[config.mk]
export PLATFORM = sky130hd
export DESIGN_NAME = otp_wstat_engine
export DESIGN_NICKNAME = d
export VERILOG_FILES = /design/src/rtl/otp_wstat_pkg.sv /design/src/rtl/otp_crc8_unit.sv /design/src/rtl/otp_status_array.sv /design/src/rtl/otp_tx_shifter.sv /design/src/rtl/otp_wstat_engine.sv
export SDC_FILE = /design/constraint.sdc
export NUM_CORES = 1
export LEC_CHECK = 0
export CAP_MARGIN = 20
export CELL_PAD_IN_SITES_DETAIL_PLACEMENT = 1
export CELL_PAD_IN_SITES_GLOBAL_PLACEMENT = 1
export CORE_MARGIN = 2
export CORE_UTILIZATION = 45
export DETAILED_ROUTE_END_ITERATION = 12
export DONT_BUFFER_PORTS = 1
export PLACE_DENSITY = 0.81
export SLEW_MARGIN = 20
export SYNTH_ARGS = -nofsm -noshare
export SYNTH_HDL_FRONTEND = slang
export SYNTH_SLANG_ARGS = --single-unit
[constraint.sdc]
create_clock -name clk -period 2.9 [get_ports clk]
set_clock_uncertainty 0.15 [all_clocks]
set_input_delay 0.29 -clock clk [delete_from_list [all_inputs] [get_ports clk]]
set_output_delay 0.29 -clock clk [all_outputs]
set_load 0.005 [all_outputs]
[src/rtl/otp_wstat_pkg.sv]
package otp_wstat_pkg;

    localparam int unsigned BYTE_W = 8;
    localparam int unsigned ADDR_W = 16;

    localparam logic [BYTE_W-1:0] OP_WRITE_STATUS = 8'h55;
    localparam logic [BYTE_W-1:0] OP_PROG_CTRL    = 8'h5A;

    typedef enum logic [2:0] {
        ST_IDLE,
        ST_ADR_LO,
        ST_ADR_HI,
        ST_DATA,
        ST_CRC_TX,
        ST_ARM,
        ST_PULSE,
        ST_VFY_TX
    } wst_state_e;

endpackage

[src/rtl/otp_crc8_unit.sv]
// Folds one byte into an LSB-first CRC-8 in a single combinational pass.
module otp_crc8_unit #(
    parameter int unsigned         W    = 8,
    parameter logic [W-1:0]        POLY = 8'h8C
) (
    input  logic [W-1:0] seed,
    input  logic [W-1:0] din,
    output logic [W-1:0] result
);

    logic [W-1:0] chain [0:W];

    assign chain[0] = seed;

    for (genvar g = 0; g < W; g++) begin : g_bit
        logic fb;
        assign fb           = chain[g][0] ^ din[g];
        assign chain[g + 1] = {1'b0, chain[g][W-1:1]} ^ (fb ? POLY : '0);
    end

    assign result = chain[W];

endmodule

[src/rtl/otp_status_array.sv]
// One-time-programmable status cells: bits can only be cleared; last entry tied low.
module otp_status_array #(
    parameter int unsigned DEPTH = 8,
    parameter int unsigned W     = 8,
    localparam int unsigned IDX_W = (DEPTH > 1) ? $clog2(DEPTH) : 1
) (
    input  logic                 clk,
    input  logic                 rst_n,
    input  logic                 wr_en,
    input  logic [IDX_W-1:0]     wr_idx,
    input  logic [W-1:0]         wr_data,
    output logic [DEPTH*W-1:0]   flat
);

    for (genvar i = 0; i < DEPTH; i++) begin : g_cell
        if (i == DEPTH - 1) begin : g_fixed
            assign flat[i*W +: W] = '0;
        end else begin : g_prog
            logic [W-1:0] cell_d, cell_q;

            always_comb begin
                cell_d = cell_q;
                if (wr_en && (wr_idx == IDX_W'(i))) begin
                    cell_d = cell_q & wr_data;
                end
            end

            always_ff @(posedge clk or negedge rst_n) begin
                if (!rst_n) begin
                    cell_q <= '1;
                end else begin
                    cell_q <= cell_d;
                end
            end

            assign flat[i*W +: W] = cell_q;
        end
    end

endmodule

[src/rtl/otp_tx_shifter.sv]
// Offers one byte bit by bit, LSB first, advancing once per consumed read slot.
module otp_tx_shifter #(
    parameter int unsigned W = 8,
    localparam int unsigned CNT_W = $clog2(W + 1)
) (
    input  logic         clk,
    input  logic         rst_n,
    input  logic         clear,
    input  logic         load,
    input  logic [W-1:0] load_val,
    input  logic         shift,
    output logic         line_bit,
    output logic         active,
    output logic         done
);

    typedef struct packed {
        logic [W-1:0]     sh;
        logic [CNT_W-1:0] cnt;
    } shf_t;

    shf_t shf_d, shf_q;

    always_comb begin
        shf_d = shf_q;
        if (clear) begin
            shf_d.cnt = '0;
        end else if (load) begin
            shf_d.sh  = load_val;
            shf_d.cnt = CNT_W'(W);
        end else if (shift && (shf_q.cnt != '0)) begin
            shf_d.sh  = {1'b1, shf_q.sh[W-1:1]};
            shf_d.cnt = shf_q.cnt - CNT_W'(1);
        end
    end

    always_ff @(posedge clk or negedge rst_n) begin
        if (!rst_n) begin
            shf_q <= '0;
        end else begin
            shf_q <= shf_d;
        end
    end

    assign active   = (shf_q.cnt != '0);
    assign line_bit = active ? shf_q.sh[0] : 1'b1;
    assign done     = !clear && shift && (shf_q.cnt == CNT_W'(1));

endmodule

[src/rtl/otp_wstat_engine.sv]
module otp_wstat_engine
    import otp_wstat_pkg::*;
#(
    parameter int unsigned       DEPTH    = 8,
    parameter logic [BYTE_W-1:0] CRC_POLY = 8'h8C
) (
    input  logic              clk,
    input  logic              rst_n,
    input  logic              bus_reset,
    input  logic              rx_valid,
    input  logic [BYTE_W-1:0] rx_byte,
    input  logic              rd_req,
    input  logic              prog_pulse,
    output logic              tx_bit,
    output logic              tx_active
);

    localparam int unsigned IDX_W = (DEPTH > 1) ? $clog2(DEPTH) : 1;
    localparam logic [ADDR_W-1:0] DEPTH_A = ADDR_W'(DEPTH);

    typedef struct packed {
        wst_state_e        st;
        logic [ADDR_W-1:0] addr;
        logic [BYTE_W-1:0] crc;
        logic [BYTE_W-1:0] data;
    } eng_t;

    eng_t eng_d, eng_q;

    logic [BYTE_W-1:0]       crc_seed, crc_out;
    logic [DEPTH*BYTE_W-1:0] stat_flat;
    logic [BYTE_W-1:0]       cur_byte;
    logic                    in_range;
    logic                    pulse_armed;
    logic                    wr_en;
    logic                    tx_load;
    logic [BYTE_W-1:0]       tx_val;
    logic                    tx_done;

    // The opcode starts a fresh CRC; every later byte continues the register.
    assign crc_seed = (eng_q.st == ST_IDLE) ? '0 : eng_q.crc;

    otp_crc8_unit #(
        .W    (BYTE_W),
        .POLY (CRC_POLY)
    ) u_crc (
        .seed   (crc_seed),
        .din    (rx_byte),
        .result (crc_out)
    );

    assign in_range    = (eng_q.addr < DEPTH_A);
    assign pulse_armed = (eng_q.st == ST_PULSE);
    assign cur_byte    = in_range ? stat_flat[eng_q.addr[IDX_W-1:0]*BYTE_W +: BYTE_W] : '1;

    always_comb begin
        eng_d   = eng_q;
        wr_en   = 1'b0;
        tx_load = 1'b0;
        tx_val  = '1;
        if (bus_reset) begin
            eng_d.st = ST_IDLE;
        end else begin
            unique case (eng_q.st)
                ST_IDLE: begin
                    if (rx_valid && (rx_byte == OP_WRITE_STATUS)) begin
                        eng_d.crc = crc_out;
                        eng_d.st  = ST_ADR_LO;
                    end
                end
                ST_ADR_LO: begin
                    if (rx_valid) begin
                        eng_d.addr[7:0] = rx_byte;
                        eng_d.crc       = crc_out;
                        eng_d.st        = ST_ADR_HI;
                    end
                end
                ST_ADR_HI: begin
                    if (rx_valid) begin
                        eng_d.addr[ADDR_W-1:8] = rx_byte;
                        eng_d.crc              = crc_out;
                        eng_d.st               = ST_DATA;
                    end
                end
                ST_DATA: begin
                    if (rx_valid) begin
                        eng_d.data = rx_byte;
                        eng_d.crc  = crc_out;
                        eng_d.st   = ST_CRC_TX;
                        tx_load    = 1'b1;
                        tx_val     = crc_out;
                    end
                end
                ST_CRC_TX: begin
                    if (tx_done) begin
                        eng_d.st = ST_ARM;
                    end
                end
                ST_ARM: begin
                    if (rx_valid) begin
                        eng_d.st = (rx_byte == OP_PROG_CTRL) ? ST_PULSE : ST_IDLE;
                    end
                end
                ST_PULSE: begin
                    if (prog_pulse) begin
                        wr_en    = in_range;
                        tx_load  = 1'b1;
                        tx_val   = in_range ? (cur_byte & eng_q.data) : '1;
                        eng_d.st = ST_VFY_TX;
                    end
                end
                ST_VFY_TX: begin
                    if (tx_done) begin
                        eng_d.addr = eng_q.addr + ADDR_W'(1);
                        eng_d.crc  = eng_d.addr[7:0];
                        eng_d.st   = ST_DATA;
                    end
                end
                default: eng_d.st = ST_IDLE;
            endcase
        end
    end

    always_ff @(posedge clk or negedge rst_n) begin
        if (!rst_n) begin
            eng_q <= '{st: ST_IDLE, addr: '0, crc: '0, data: '0};
        end else begin
            eng_q <= eng_d;
        end
    end

    otp_status_array #(
        .DEPTH (DEPTH),
        .W     (BYTE_W)
    ) u_array (
        .clk     (clk),
        .rst_n   (rst_n),
        .wr_en   (wr_en && pulse_armed),
        .wr_idx  (eng_q.addr[IDX_W-1:0]),
        .wr_data (eng_q.data),
        .flat    (stat_flat)
    );

    otp_tx_shifter #(
        .W (BYTE_W)
    ) u_tx (
        .clk      (clk),
        .rst_n    (rst_n),
        .clear    (bus_reset),
        .load     (tx_load),
        .load_val (tx_val),
        .shift    (rd_req),
        .line_bit (tx_bit),
        .active   (tx_active),
        .done     (tx_done)
    );

endmodule

==> flow_summary.json <==
{
  "outcome": "completed",
  "synth_top_family_by_area": "compound AO/OA/AOI/OAI gates",
  "grt_max_degree": 104,
  "fmaxAchievable_mhz": 394,
  "path_cells": "nor4_1 -> nand3_1 -> nor2_1 -> nand3_1 -> o21a_1",
  "synth_xor_area_share_pct": 6.43,
  "diodes": 0,
  "slew_headroom_pct": 58.3,
  "die-area_um2": 13800,
  "wl_per_cell_um": 23.1,
  "overflow": 0,
  "critPathTopFamily": "simple AND/OR/NAND/NOR gates",
  "core_um2": 12600,
  "grt_use_met3_pct": 3.40,
  "ir_drop_v": 0.000335,
  "area_growth_pct": 9.76,
  "total_leakage_power_nw": 2.46,
  "die_x_um": 117,
  "min_path_type": "input port to flip-flop",
  "path_class": "flip-flop to flip-flop",
  "gr-usage-met2_pct": 41.4,
  "die_y_um": 117,
  "avgSynthCellArea_um2": 10.8,
  "cpMostUsedCell": "nand3_1",
  "stdcell_count": 710,
  "wl_um": 16400,
  "drive_above_1_share_pct": 22.1,
  "hpwl_um": 11400,
  "num_rows": 41,
  "num_vias": 4461,
  "setup_violations": 0,
  "synth-simple-area-share_pct": 12.1,
  "ys_ff_latch": 103,
  "crit_buf_inv": 0,
  "worst_pin_slew_ns": 0.626,
  "cts.sinks": 103,
  "dp.cells": 682,
  "dp_slack_ns": 0.385,
  "routed_via_density": 6.28,
  "synth_nets": 557,
  "cp.arrival_ns": 2.68,
  "clock_path_buffers": 2,
  "rsz0062_at_grt": "false",
  "post_cts_buffers": 0,
  "utilization_pct": 50.5,
  "io_buffers": 0,
  "synth_flop_cell": "dfstp_2",
  "power_mw": 5.42,
  "ctsResizeCount": 0,
  "synth.distinct_cells": 67,
  "worst_path_max_delay_cell": "nor4_1",
  "ant_nets": 0,
  "final.min_clock_period_ns": 2.54,
  "pin_count": 16,
  "synth_compound_area_share_pct": 21.8,
  "antenna_found_initial": 0,
  "insertion_delay_ns": 0.35,
  "setup_tns_ns": 0,
  "hold_viol": 0,
  "cp-end-kind": "flip-flop",
  "cts_buffers": 9,
  "busiest_layer": "met2",
  "fin_crit_sh_pct": 87.6,
  "gp_congestion": 0.865,
  "cts_tree": "built",
  "grt_util_all_layers_pct": 25.0,
  "clk_pin_slew_ns": 0.07,
  "worstSetupStartpointType": "flip-flop",
  "fillers": 1342,
  "synth.area.mux_share_pct": 8.81,
  "cts_root_buf": "clkbuf_16",
  "slowest_delay_ns": 0.57,
  "seq_area_frac_synth_pct": 45.8,
  "dr.pass1.iters": 4,
  "yosys_warnings": 0,
  "grt_pass1_wl_um": 26900,
  "crit_path_max_fanout": 8,
  "nets": 555,
  "drt_iter0_markers": 314,
  "worst-endpoint-required_ns": 3.03,
  "syn_area_um2": 5780,
  "grt.met1_usage_pct": 33.3,
  "async_flop_share_pct": 100,
  "cts_max_level": 3,
  "synthAdderAreaFrac_pct": 1.73,
  "start_util_pct": 46.0,
  "grt_pass1_vias": 4776,
  "power.density_nw_per_um2": 854,
  "cap_violations": 0,
  "setup_slack_ns": 0.359,
  "synth_edf_count": 0,
  "netlist_instances": 535,
  "drc": 0,
  "drv_slew": 0
}
layout make-up:
type / instances / area (um2) / share of cell area (%)
Multi-Input combinational cell: 384 / 2950 / 46.4
Sequential cell: 103 / 2650 / 41.7
Clock buffer: 13 / 240 / 3.79
Timing Repair Buffer: 23 / 233 / 3.67
Tap cell: 172 / 215 / 3.39
Inverter: 12 / 45.0 / 0.710
Clock inverter: 3 / 20.0 / 0.315
path summary, 6_finish.rpt:
path | from | endpoint | slack (ns) | cells past startpoint
max | eng_q[20] | u_array.g_cell[5].g_prog.cell_q[1] | 0.36 | 5
min in group asynchronous | rst_n | u_tx.shf_q[0] | 0.36 | 2
min reg2reg | u_array.g_cell[6].g_prog.cell_q[2] | u_array.g_cell[6].g_prog.cell_q[2] | 0.30 | 1
max in group asynchronous | rst_n | u_array.g_cell[3].g_prog.cell_q[4] | 1.80 | 2
max reg2reg | eng_q[20] | u_array.g_cell[5].g_prog.cell_q[1] | 0.36 | 5
min | rx_byte[0] | eng_q[16] | 0.02 | 2
kinds of logic after synthesis:
| family | count (synthesis) |
|---|---|
| adder cells (fa/ha/maj) | 8 |
| AND/OR/NAND/NOR | 129 |
| multiplexers | 38 |
| XOR/XNOR | 33 |
| buffers and inverters | 48 |
| flip-flops | 103 |
| AO/OA/AOI/OAI | 176 |
synthesized netlist by cell type (all sizes together) (8+ instances only):
cell type | instances | area, um2
nand2 | 26 | 97.6
xor2 | 15 | 131
mux2 | 23 | 259
nand4 | 10 | 62.6
o21a | 59 | 443
inv | 11 | 41.3
nor2 | 32 | 125
buf | 20 | 90.1
ha | 8 | 100
o21ai | 14 | 70.1
o22ai | 10 | 62.6
nand3 | 19 | 95.1
clkbuf | 16 | 60.1
mux4 | 8 | 180
xnor2 | 12 | 105
a21oi | 35 | 179
dfstp | 56 | 1470
dfrtp | 47 | 1180
nor3 | 8 | 56.3
through the flow:
stage | hold slack [ns] | area, um2
2_1_floorplan | -0.156 | 5780
3_3_place_gp | -0.150 | 5950
4_1_cts | 0.00712 | 6350
6_report | 0.0152 | 6350
3_5_place_dp | -0.150 | 5950
5_1_grt | 0.0361 | 6350
what timing repair did:
item                       in CTS  in global routing
hold buffers                   12                  0
hold endpoints to repair      118                  0
setup endpoints to repair       0                  0
sequential cells by signal, indices dropped and copies added, names as in the netlist:
name	cells
eng_q	35
u_array.g_cell.g_prog.cell_q	56
u_tx.shf_q	12
per-layer routing:
| metal | vias up | wire (um) |
|---|---|---|
| li1 | 1994 | - |
| met1 | 2303 | 7110 |
| met2 | 137 | 8210 |
| met3 | 27 | 653 |
| met4 | 0 | 427 |
| met5 | - | 0 |
cell usage in the layout (no fill, tap or decap), drive strengths merged, types with 6 or more instances in the layout:
cell and count:
dfstp 56, dfrtp 47, mux2 23, xor2 15
a221o 6, nor3 8, nand2 26, mux2i 7
buf 12, xnor3 6, o21a 59, o31ai 6
xnor2 12, nor2 32, a21o 6, o21ai 14
ha 8, a21oi 35, clkbuf 13, nand3 19
inv 12, o22ai 10, nand4 10, o22a 7
a31oi 7, dlygate4sd3 11, mux4 8
power by group:
group          internal, mW  switching (mW)  total [mW]
logic                 0.979            1.15        2.13
registers              1.70           0.457        2.16
clock network         0.585           0.543        1.13
Power figures use the tool's default switching activity.
